--- src/rtl/rtc_pkg.sv ---
package rtc_pkg;
  localparam int ADDR_W = 4;
  localparam int NUM_FIELDS = 6;
  localparam logic [ADDR_W-1:0] ADDR_CTRL   = 4'd0;
  localparam logic [ADDR_W-1:0] ADDR_TIME0  = 4'd1;
  localparam logic [ADDR_W-1:0] ADDR_ALMCTL = 4'd7;
  localparam logic [ADDR_W-1:0] ADDR_ALM0   = 4'd8;
  localparam logic [ADDR_W-1:0] ADDR_PEND   = 4'd14;

  typedef struct packed {
    logic secStep;   // advance time by one second
    logic checkNow;  // compare alarm against updated time
    logic timeWr;    // accepted write to a time field
    logic alarmWr;   // accepted write to alarm control or value
    logic pendClr;   // write-one-to-clear of pending bit
  } rtcStrobes_t;

  function automatic logic [7:0] bcdInc(input logic [7:0] v);
    if (v[3:0] >= 4'd9) return {v[7:4] + 4'd1, 4'd0};
    return {v[7:4], v[3:0] + 4'd1};
  endfunction

  function automatic logic [7:0] lastDay(input logic [7:0] mon, input logic [7:0] yr);
    logic leap;
    leap = yr[4] ? (yr[3:0] == 4'd2 || yr[3:0] == 4'd6)
                 : (yr[3:0] == 4'd0 || yr[3:0] == 4'd4 || yr[3:0] == 4'd8);
    case (mon)
      8'h02: return leap ? 8'h29 : 8'h28;
      8'h04, 8'h06, 8'h09, 8'h11: return 8'h30;
      default: return 8'h31;
    endcase
  endfunction
endpackage

--- src/rtl/rtc_ctrl.sv ---
module rtc_ctrl
  import rtc_pkg::*;
#(
  parameter int TICKS_PER_SEC = 4
) (
  input  logic              clk,
  input  logic              rstN,
  input  logic              baseTick,
  input  logic              wrEn,
  input  logic [ADDR_W-1:0] addr,
  input  logic [7:0]        wrData,
  output rtcStrobes_t       strb,
  output logic [2:0]        ctrlBits
);
  localparam int PHASE_W = (TICKS_PER_SEC > 1) ? $clog2(TICKS_PER_SEC) : 1;
  localparam logic [PHASE_W-1:0] PHASE_LAST = PHASE_W'(TICKS_PER_SEC - 1);

  logic [2:0]         ctrlQ;   // [0] run, [1] test hold, [2] phase reset
  logic [PHASE_W-1:0] phaseQ;
  logic               checkQ;
  logic               running, timeSel, alarmSel;

  always_comb begin
    running       = ctrlQ[0] & ~ctrlQ[1] & ~ctrlQ[2];
    timeSel       = (addr >= ADDR_TIME0) && (addr < ADDR_ALMCTL);
    alarmSel      = (addr >= ADDR_ALMCTL) && (addr < ADDR_PEND);
    strb.timeWr   = wrEn & ctrlQ[0] & timeSel;
    strb.alarmWr  = wrEn & ctrlQ[0] & alarmSel;
    strb.pendClr  = wrEn & (addr == ADDR_PEND) & wrData[0];
    strb.secStep  = running & baseTick & (phaseQ == PHASE_LAST) & ~strb.timeWr;
    strb.checkNow = checkQ;
  end

  assign ctrlBits = ctrlQ;

  always_ff @(posedge clk or negedge rstN) begin
    if (!rstN) begin
      ctrlQ  <= '0;
      phaseQ <= '0;
      checkQ <= 1'b0;
    end else begin
      if (wrEn && addr == ADDR_CTRL) ctrlQ <= wrData[2:0];
      if (ctrlQ[2] || strb.timeWr) phaseQ <= '0;
      else if (running && baseTick)
        phaseQ <= (phaseQ == PHASE_LAST) ? '0 : phaseQ + 1'b1;
      checkQ <= strb.secStep;
    end
  end

  // a time write restarts the sub-second phase
  p_phase_restart_r7: assert property (@(posedge clk) disable iff (!rstN)
    strb.timeWr |=> phaseQ == '0);
  // phase reset bit pins the phase at zero
  p_phase_hold_r10: assert property (@(posedge clk) disable iff (!rstN)
    ctrlQ[2] |=> phaseQ == '0);
  // test hold freezes the phase
  p_test_freeze_r3: assert property (@(posedge clk) disable iff (!rstN)
    (ctrlQ[1] && !ctrlQ[2] && !strb.timeWr && !(wrEn && addr == ADDR_CTRL))
      |=> phaseQ == $past(phaseQ));
endmodule

--- src/rtl/rtc_datapath.sv ---
module rtc_datapath
  import rtc_pkg::*;
(
  input  logic              clk,
  input  logic              rstN,
  input  rtcStrobes_t       strb,
  input  logic [2:0]        ctrlBits,
  input  logic [ADDR_W-1:0] addr,
  input  logic [7:0]        wrData,
  output logic [7:0]        rdData,
  output logic              alarmHit,
  output logic              pendQ
);
  logic [7:0] timeQ [NUM_FIELDS];
  logic [7:0] nextT [NUM_FIELDS];
  logic [7:0] almQ  [NUM_FIELDS];
  logic [6:0] almCtlQ;
  logic [NUM_FIELDS-1:0] fieldOk;
  logic secWrap, minWrap, hourWrap, dayWrap, monWrap;
  logic [2:0] timeIdx, almIdx;

  assign timeIdx = addr[2:0] - 3'd1;
  assign almIdx  = addr[2:0];

  always_comb begin
    secWrap  = timeQ[0] >= 8'h59;
    minWrap  = timeQ[1] >= 8'h59;
    hourWrap = timeQ[2] >= 8'h23;
    dayWrap  = timeQ[3] >= lastDay(timeQ[4], timeQ[5]);
    monWrap  = timeQ[4] >= 8'h12;
    for (int i = 0; i < NUM_FIELDS; i++) nextT[i] = timeQ[i];
    nextT[0] = secWrap ? 8'h00 : bcdInc(timeQ[0]);
    if (secWrap) begin
      nextT[1] = minWrap ? 8'h00 : bcdInc(timeQ[1]);
      if (minWrap) begin
        nextT[2] = hourWrap ? 8'h00 : bcdInc(timeQ[2]);
        if (hourWrap) begin
          nextT[3] = dayWrap ? 8'h01 : bcdInc(timeQ[3]);
          if (dayWrap) begin
            nextT[4] = monWrap ? 8'h01 : bcdInc(timeQ[4]);
            if (monWrap) nextT[5] = (timeQ[5] >= 8'h99) ? 8'h00 : bcdInc(timeQ[5]);
          end
        end
      end
    end
  end

  for (genvar g = 0; g < NUM_FIELDS; g++) begin : g_match
    assign fieldOk[g] = ~almCtlQ[g] | (almQ[g] == timeQ[g]);
  end

  assign alarmHit = strb.checkNow & almCtlQ[6] & (&fieldOk);

  always_ff @(posedge clk or negedge rstN) begin
    if (!rstN) begin
      for (int i = 0; i < NUM_FIELDS; i++) begin
        timeQ[i] <= (i == 3 || i == 4) ? 8'h01 : 8'h00;
        almQ[i]  <= 8'h00;
      end
      almCtlQ <= '0;
      pendQ   <= 1'b0;
    end else begin
      if (strb.timeWr) timeQ[timeIdx] <= wrData;
      else if (strb.secStep) timeQ <= nextT;
      if (strb.alarmWr) begin
        if (addr == ADDR_ALMCTL) almCtlQ <= wrData[6:0];
        else almQ[almIdx] <= wrData;
      end
      if (alarmHit) pendQ <= 1'b1;
      else if (strb.pendClr) pendQ <= 1'b0;
    end
  end

  always_comb begin
    rdData = 8'h00;
    if (addr == ADDR_CTRL) rdData = {5'b0, ctrlBits};
    else if (addr < ADDR_ALMCTL) rdData = timeQ[timeIdx];
    else if (addr == ADDR_ALMCTL) rdData = {1'b0, almCtlQ};
    else if (addr < ADDR_PEND) rdData = almQ[almIdx];
    else if (addr == ADDR_PEND) rdData = {7'b0, pendQ};
  end

  // a hit always lands in the pending bit
  p_pend_set_r8: assert property (@(posedge clk) disable iff (!rstN)
    alarmHit |=> pendQ);
  // a clear without a competing hit empties the pending bit
  p_pend_clear_r9: assert property (@(posedge clk) disable iff (!rstN)
    (strb.pendClr && !alarmHit) |=> !pendQ);
  // every step changes the seconds field
  p_sec_moves_r3: assert property (@(posedge clk) disable iff (!rstN)
    strb.secStep |=> timeQ[0] != $past(timeQ[0]));
  // a step never produces day zero
  p_day_nonzero_r5: assert property (@(posedge clk) disable iff (!rstN)
    (strb.secStep && timeQ[3] != 8'h00) |=> timeQ[3] != 8'h00);
endmodule

--- src/rtl/rtc_bcd_core.sv ---
module rtc_bcd_core
  import rtc_pkg::*;
#(
  parameter int TICKS_PER_SEC = 4
) (
  input  logic       clk,
  input  logic       rstN,
  input  logic       baseTick,
  input  logic       wrEn,
  input  logic [3:0] addr,
  input  logic [7:0] wrData,
  output logic [7:0] rdData,
  output logic       alarmHit,
  output logic       irqOut
);
  rtcStrobes_t strb;
  logic [2:0]  ctrlBits;

  rtc_ctrl #(.TICKS_PER_SEC(TICKS_PER_SEC)) ctrl_i (
    .clk(clk), .rstN(rstN), .baseTick(baseTick), .wrEn(wrEn),
    .addr(addr), .wrData(wrData), .strb(strb), .ctrlBits(ctrlBits)
  );

  rtc_datapath dp_i (
    .clk(clk), .rstN(rstN), .strb(strb), .ctrlBits(ctrlBits),
    .addr(addr), .wrData(wrData), .rdData(rdData),
    .alarmHit(alarmHit), .pendQ(irqOut)
  );
endmodule

--- config.mk ---
export PLATFORM = sky130hd
export DESIGN_NAME = rtc_bcd_core
export DESIGN_NICKNAME = d
export VERILOG_FILES = /design/src/rtl/rtc_pkg.sv /design/src/rtl/rtc_ctrl.sv /design/src/rtl/rtc_datapath.sv /design/src/rtl/rtc_bcd_core.sv
export SDC_FILE = /design/constraint.sdc
export NUM_CORES = 1
export LEC_CHECK = 0
export BUFFER_PORTS_ARGS = -buffer_cell sky130_fd_sc_hd__buf_2
export CAP_MARGIN = 5
export CORE_ASPECT_RATIO = 1.1
export CORE_MARGIN = 1.5
export CORE_UTILIZATION = 25
export CTS_BUF_LIST = sky130_fd_sc_hd__clkbuf_4
export DETAILED_ROUTE_END_ITERATION = 16
export SLEW_MARGIN = 30
export SYNTH_ARGS = -nofsm -noshare
export SYNTH_HDL_FRONTEND = slang
export SYNTH_SLANG_ARGS = --single-unit
--- constraint.sdc ---
create_clock -name clk -period 3.45 [get_ports clk]
set_input_delay 0.1725 -clock clk [delete_from_list [all_inputs] [get_ports clk]]
set_output_delay 0.1725 -clock clk [all_outputs]
set_load 0.01 [all_outputs]
[After elaboration in Yosys (flattened, before gate mapping)]
Index checks and enable logic that the tools add are counted.
Storage, ports and cells
  flip-flop bits (word level): 110
Operators by class
  reductions and logical operators: 41
  eq/ne operators: 18
  add/sub/neg operators: 14
  mux-type cells: 71
  magnitude comparators: 20
  bitwise logic cells: 30
Operators with widths (count)
  2-to-1 mux 8 bit: 29
  bitwise mux 48 bit: 2
  2-to-1 mux 48 bit: 2
  adder 4 x 1 -> 4 bit (second input constant): 12
  binary-select mux 8 bit (select 3 bit): 2
  demux 8 bit (select 3 bit): 2
  == test 8 bit: 6
  2-to-1 mux 40 bit: 1
  >= comparator 4 bit (second input constant): 8
  2-to-1 mux 32 bit: 1
  2-to-1 mux 1 bit: 26
  2-to-1 mux 24 bit: 1
  AND reduction 6 bit: 3
  nonzero test 3 bit: 6
  == test 8 x 3 -> 1 bit (second input constant): 2
  >= comparator 8 x 7 -> 1 bit (second input constant): 2
  2-to-1 mux 16 bit: 1
  case mux 8 bit (2 select lines): 1
  nonzero test 2 bit: 8
  AND 1 bit: 12
  == test 4 x 3 -> 1 bit (second input constant): 3
  NOT 1 bit: 10
  AND reduction 5 bit: 2
  == test 4 bit (second input constant): 2
  27 further kinds: 50

[Depth between registers and ports, before layout]
  depth after elaboration: 20
  depth in mapped cells: 15
  gate-level depth less buffers: 14

[Hierarchy]
From an unflattened synthesis, not the netlist that was laid out.
Unflattened totals
  cell total of the unflattened synthesis: 793
  area total of the unflattened synthesis: 7694.9 µm²
By module, submodules not included
  rtc_datapath: instances 1, area an instance 7334.5 µm², cells an instance 762, sequential area each 2605.0 µm²
  rtc_ctrl: instances 1, area an instance 360.3 µm², cells an instance 31, sequential area each 150.1 µm²

[Least setup slack after synthesis]
OpenSTA, ideal clock, no wires.
  path type: reg2reg
  start: register dp_i.timeQ[8] in the netlist's numbering
  end: register dp_i.timeQ[21] in the netlist's numbering
  arrival time: 3.064 ns
  library setup time: 0.121 ns
  stages on the path, launching flop included: 16
  path slack: 0.265 ns
  clock period less this slack: 3.185 ns
  cells stage by stage: dfstp_2 > inv_1 > ha_1 > o21ai_0 > o21ai_0 > a32oi_1 > nor3_1 > a21oi_1 > ha_1 > nor4b_1 > o21ai_0 > a2111o_1 > buf_2 > nor2_1 > nor2_1 > o22a_1
On the way
  word-level cells in the longest chain between the ends: 10
  elaborated cells between the ends (all ways): 16
  classes of those cells: order compare (1); eq/ne (5); mux (7); reduce/logical (3)
Ends and longest elaborated chain
  from (decl): line rtc_datapath.sv:14  | logic [7:0] timeQ [NUM_FIELDS];
  from (signal, indexed assignment): line rtc_datapath.sv:57  | timeQ[i] <= (i == 3 || i == 4) ? 8'h01 : 8'h00;
  from (signal, indexed assignment): line rtc_datapath.sv:63  | if (strb.timeWr) timeQ[timeIdx] <= wrData;
  from (signal assigned): line rtc_datapath.sv:64  | else if (strb.secStep) timeQ <= nextT;
  == test 8 x 3 -> 1 bit (tied with other cells): line rtc_pkg.sv:27  | case (mon)
  OR reduction 4 bit: line rtc_pkg.sv:27
  case mux 8 bit (2 select lines) *: line rtc_pkg.sv:27
  >= comparator 8 bit *: line rtc_datapath.sv:29  | dayWrap = timeQ[3] >= lastDay(timeQ[4], timeQ[5]);
  2-to-1 mux 8 bit: line rtc_datapath.sv:38  | nextT[3] = dayWrap ? 8'h01 : bcdInc(timeQ[3]);
  2-to-1 mux 24 bit: line rtc_datapath.sv:37  | if (hourWrap) begin
  2-to-1 mux 32 bit: line rtc_datapath.sv:35  | if (minWrap) begin
  2-to-1 mux 40 bit: line rtc_datapath.sv:33  | if (secWrap) begin
  2-to-1 mux 48 bit: line rtc_datapath.sv:64
  2-to-1 mux 48 bit: line rtc_datapath.sv:63
Mark *: on every way between the ends. The rest lies on a longest branch, timed or not. The select of a mux whose other input is x is not followed.
A chain may end at the register's enable or synchronous reset.

[Worst setup path after layout]
  start: register dp_i.timeQ[8] in the netlist's numbering
  end: register dp_i.timeQ[14] in the netlist's numbering
On the way
  word-level cells in the longest chain between the ends: 8
  elaborated cells between the ends (all ways): 25
  classes of those cells: order compare (3); eq/ne (5); mux (13); reduce/logical (4)
Ends and longest elaborated chain
  branches (longest 8 deep; another with >= comparator 8 bit)
Several ways; the timed one is not identified. The select of a mux whose other input is x is not followed.

==> key figures <==
Outcome
  • Status: completed

STA
  • # setup viols final: 0
  • Worst rel slew slack: 0.343
  • Worst-margin pin slew: 0.978 ns
  • F_max: 0.302 GHz
  • Final hold vios: 0
  • Slew Limit Fails: 0
  • Fin crit period: 3.31 ns
  • Final worst-path setup slack: between 0.1 and 0.15 ns
  • Skew final: ~0.029 ns
  • Fin crit share: 0.961

Clock network
  • Clock sinks: 110
  • Clk root buf: clkbuf_4
  • Clock Tree Buf Depth: 2
  • TritonCTS clock tree: done
  • # H-tree levels: 3
  • Clk_lat worst skew: 0.53 ns
  • CTS Buf Count: 9
  • CTS clk-pin slew, worst paths: 0.19 ns

Synth
  • Post-synth ARST share: 1.00
  • Syn avg cell area: about 9.4 um^2
  • FF+latch count, synth: 110
  • Post-synth EDFFs: 0
  • Register area share after synthesis: 0.368
  • Synth Warn #: 0
  • Synthesized area: 7490 um^2
  • Syn_nets: 858
  • Post-Syn Instances: 799
  • Cell variety after synth: 69
  • Main synth FF type: dfrtp_1

Power
  • Sequential power share: 0.472
  • Tot Pwr: between 4 and 5 mW
  • Leak: 3.47 nW
  • Sw frac: 0.403
  • Switch Pwr: approximately 1.7 mW
  • Worst VDD drop: 0.000160 V
  • Int Pwr: 2.47 mW
  • Comb power frac: 0.353
  • Pwr dens: 493 nW/um^2
  • Clock share of power: 0.175

Final layout
  • Diode count: 0
  • Non-filler cells, final: 1206
  • Final-stage net count: 886
  • Synthesis-to-layout area growth: 11.7%
  • Layout cells sized above 1: 0.194

GRT
  • Met2 global-route usage: 0.264
  • First-pass GRT wire length: 38200 um
  • Initial antenna violation count: 0
  • Most Crowded Layer GR: met2
  • Vias in the first global route: slightly above 6000
  • Congestion Overflow GR: 0
  • Largest net degree at the start of global routing: 68
  • Total track usage: 0.164
  • Met1 usage: 0.219
  • Grt met3 use: 0.0275

Critical path
  • Slowest cell on crit path: a2111o_1
  • Critical path class: reg -> reg
  • Crit. Startpoint: dp_i.timeQ[8]
  • CP Data Arrival Time: 3.76 ns
  • Reg2reg start: dp_i.timeQ[8]
  • Type of origin of the critical path: register
  • Worst EP required: between 3 and 4 ns
  • Worst setup EP type: register
  • CP Cell Sequence: inv_1 > ha_1 > o21ai_1 > o21ai_0 > a32oi_1 > nor3_2 > a21oi_1 > ha_1 > nor4b_2 > o21ai_1 > a2111o_1 > o211ai_4 > nor2_1 > o221a_2
  • Slowest cell delay on critical path: 0.58 ns
  • Max Fanout on Critical Path: 7

Die
  • Initial Utilization: 0.253
  • Ports: 26
  • Die Y: 185 um
  • Die Width: 168 um
  • Row Count: 66
  • Core footprint: 29600 um^2
  • Die area: between 30000 and 40000 um^2

Route
  • DR vias: 6573
  • WL final: between 20000 and 30000 um
  • Routed wire per std cell: 20.9 um
  • Routed Antenna Nets: 0
  • Vias per std cell: ~5.5
  • Initial DRC Count: between 700 and 800
  • DRT Pass-1 Iters: 5
  • Remaining DRCs: 0

Job
  • Max Cap Violations: 0

Placed design
  • Post-Place Cells: ~1200
  • DP Wirelength: 18800 um
  • Pre-CTS WS: -0.00132 ns
  • PortBufs: 25
  • GP Congestion: slightly above 0.9

Min path
  • Min-delay src: wrData[3]
  • Worst hold path class: in -> reg
[cell families (layout without fill, tap and decap cells)]
| family | Yosys count | in the layout | synth area share |
|---|---|---|---|
| simple gates | 219 | 219 | 0.148 |
| compound gates | 217 | 218 | 0.187 |
| flops | 110 | 110 | 0.368 |
| buf+inv | 81 | 113 | 0.0449 |
| mux | 79 | 79 | 0.123 |
| xor+xnor | 50 | 50 | 0.0584 |
| fa+ha+maj | 43 | 43 | 0.0718 |
[cells in the mapped netlist (all sizes together), types with 10 or more instances]
cell type,instances,area share
nor3,18,0.015
inv,40,0.020
nand3,23,0.015
clkbuf,21,0.011
nand2,55,0.028
o21ai,74,0.049
xnor2,49,0.057
nand4,15,0.013
ha,43,0.072
a21oi,44,0.029
mux2i,13,0.017
mux2,62,0.093
nor2,57,0.029
dfrtp,108,0.36
o32a,10,0.013
buf,20,0.014
a31oi,11,0.0092
o22ai,22,0.018
[worst max-delay path, delay by kind of cell (launching register included)]
| kind | cells | cell delay [ns] |
|---|---|---|
| adders and majority gates | 2 | 0.46 |
| buffers and inverters | 1 | 0.08 |
| and+or+nand+nor | 3 | 0.37 |
| DFF | 1 | 0.57 |
| AOI/OAI and AO/OA | 8 | 1.75 |
[state kept, by name (all words and copies together), names as in the netlist]
signal           count
ctrl_i.checkQ        1
dp_i.almCtlQ         7
ctrl_i.ctrlBits      3
ctrl_i.phaseQ        2
dp_i.almQ           48
dp_i.timeQ          48
dp_i.pendQ           1
[path summary, 6_finish.rpt]
kind	endpoint	slack (ns)	depth (start not counted)
max	dp_i.timeQ[14]	0.14	14
min reg2reg	ctrl_i.phaseQ[0]	0.54	1
max reg2reg	dp_i.timeQ[14]	0.14	14
max in group asynchronous	dp_i.timeQ[8]	2.53	3
min	dp_i.timeQ[27]	0.11	3
min in group asynchronous	dp_i.almQ[37]	0.19	2
[power by group through the flow]
stage                     logic [mW]  registers [mW]  clock network, mW
after floorplan                 1.06            1.78                  0
after global placement          1.36            1.96                  0
after detailed placement        1.40            1.96                  0
after CTS                       1.40            1.94              0.731
after global routing            1.61            1.98              0.782
final                           1.46            1.95              0.721
[final cells by class]
cell class	instances	area [um^2]
flip-flops and latches	110	2760
inverters	40	150
multi-input cells	609	4460
repair buffers	57	393
clock inverters	5	60.1
clock buffers	11	82.6
well taps	374	468
fillers	3149	21200
[per-layer routing]
layer  share of wire  vias up
li1                -     2974
met3           0.059       49
met5               0        -
met4           0.035        0
met2            0.47      262
met1            0.44     3288
[cell usage in the layout (no fill, tap or decap), types with 10 or more instances in the layout]
cell type,netlist,routed
o22ai_1,22,22
nand4_1,15,15
ha_1,43,42
mux2_2,62,62
nor3_1,14,13
xnor2_1,49,49
nand3_1,23,23
clkbuf_4,0,11
nor2_1,56,55
o21ai_0,70,67
buf_2,17,24
nand2_1,55,55
inv_1,40,40
mux2i_1,13,13
o32a_1,10,10
buf_4,1,28
dfrtp_1,108,108
a21oi_1,44,44
a31oi_1,11,11
[metrics by stage]
stage / utilization / setup TNS, ns / hold slack (ns) / instance area, um^2
after global placement: 0.275 / 0 / 0.349 / 8120
final: 0.283 / 0 / 0.106 / 8370
after global routing: 0.283 / -0.00374 / 0.0804 / 8370
after floorplan: - / 0 / -0.123 / 7490
after CTS: 0.280 / 0 / 0.000268 / 8270
after detailed placement: 0.275 / -0.00132 / 0.349 / 8120
[timing repair]
action,CTS,global route
resized for setup,0,14
hold buffers,1,1
setup endpoints to repair,2,18
hold endpoints to repair,66,1
pin swaps,1,6
cloned,0,1
buffers inserted,0,4
Note: power is estimated with default switching activity, not from simulation.
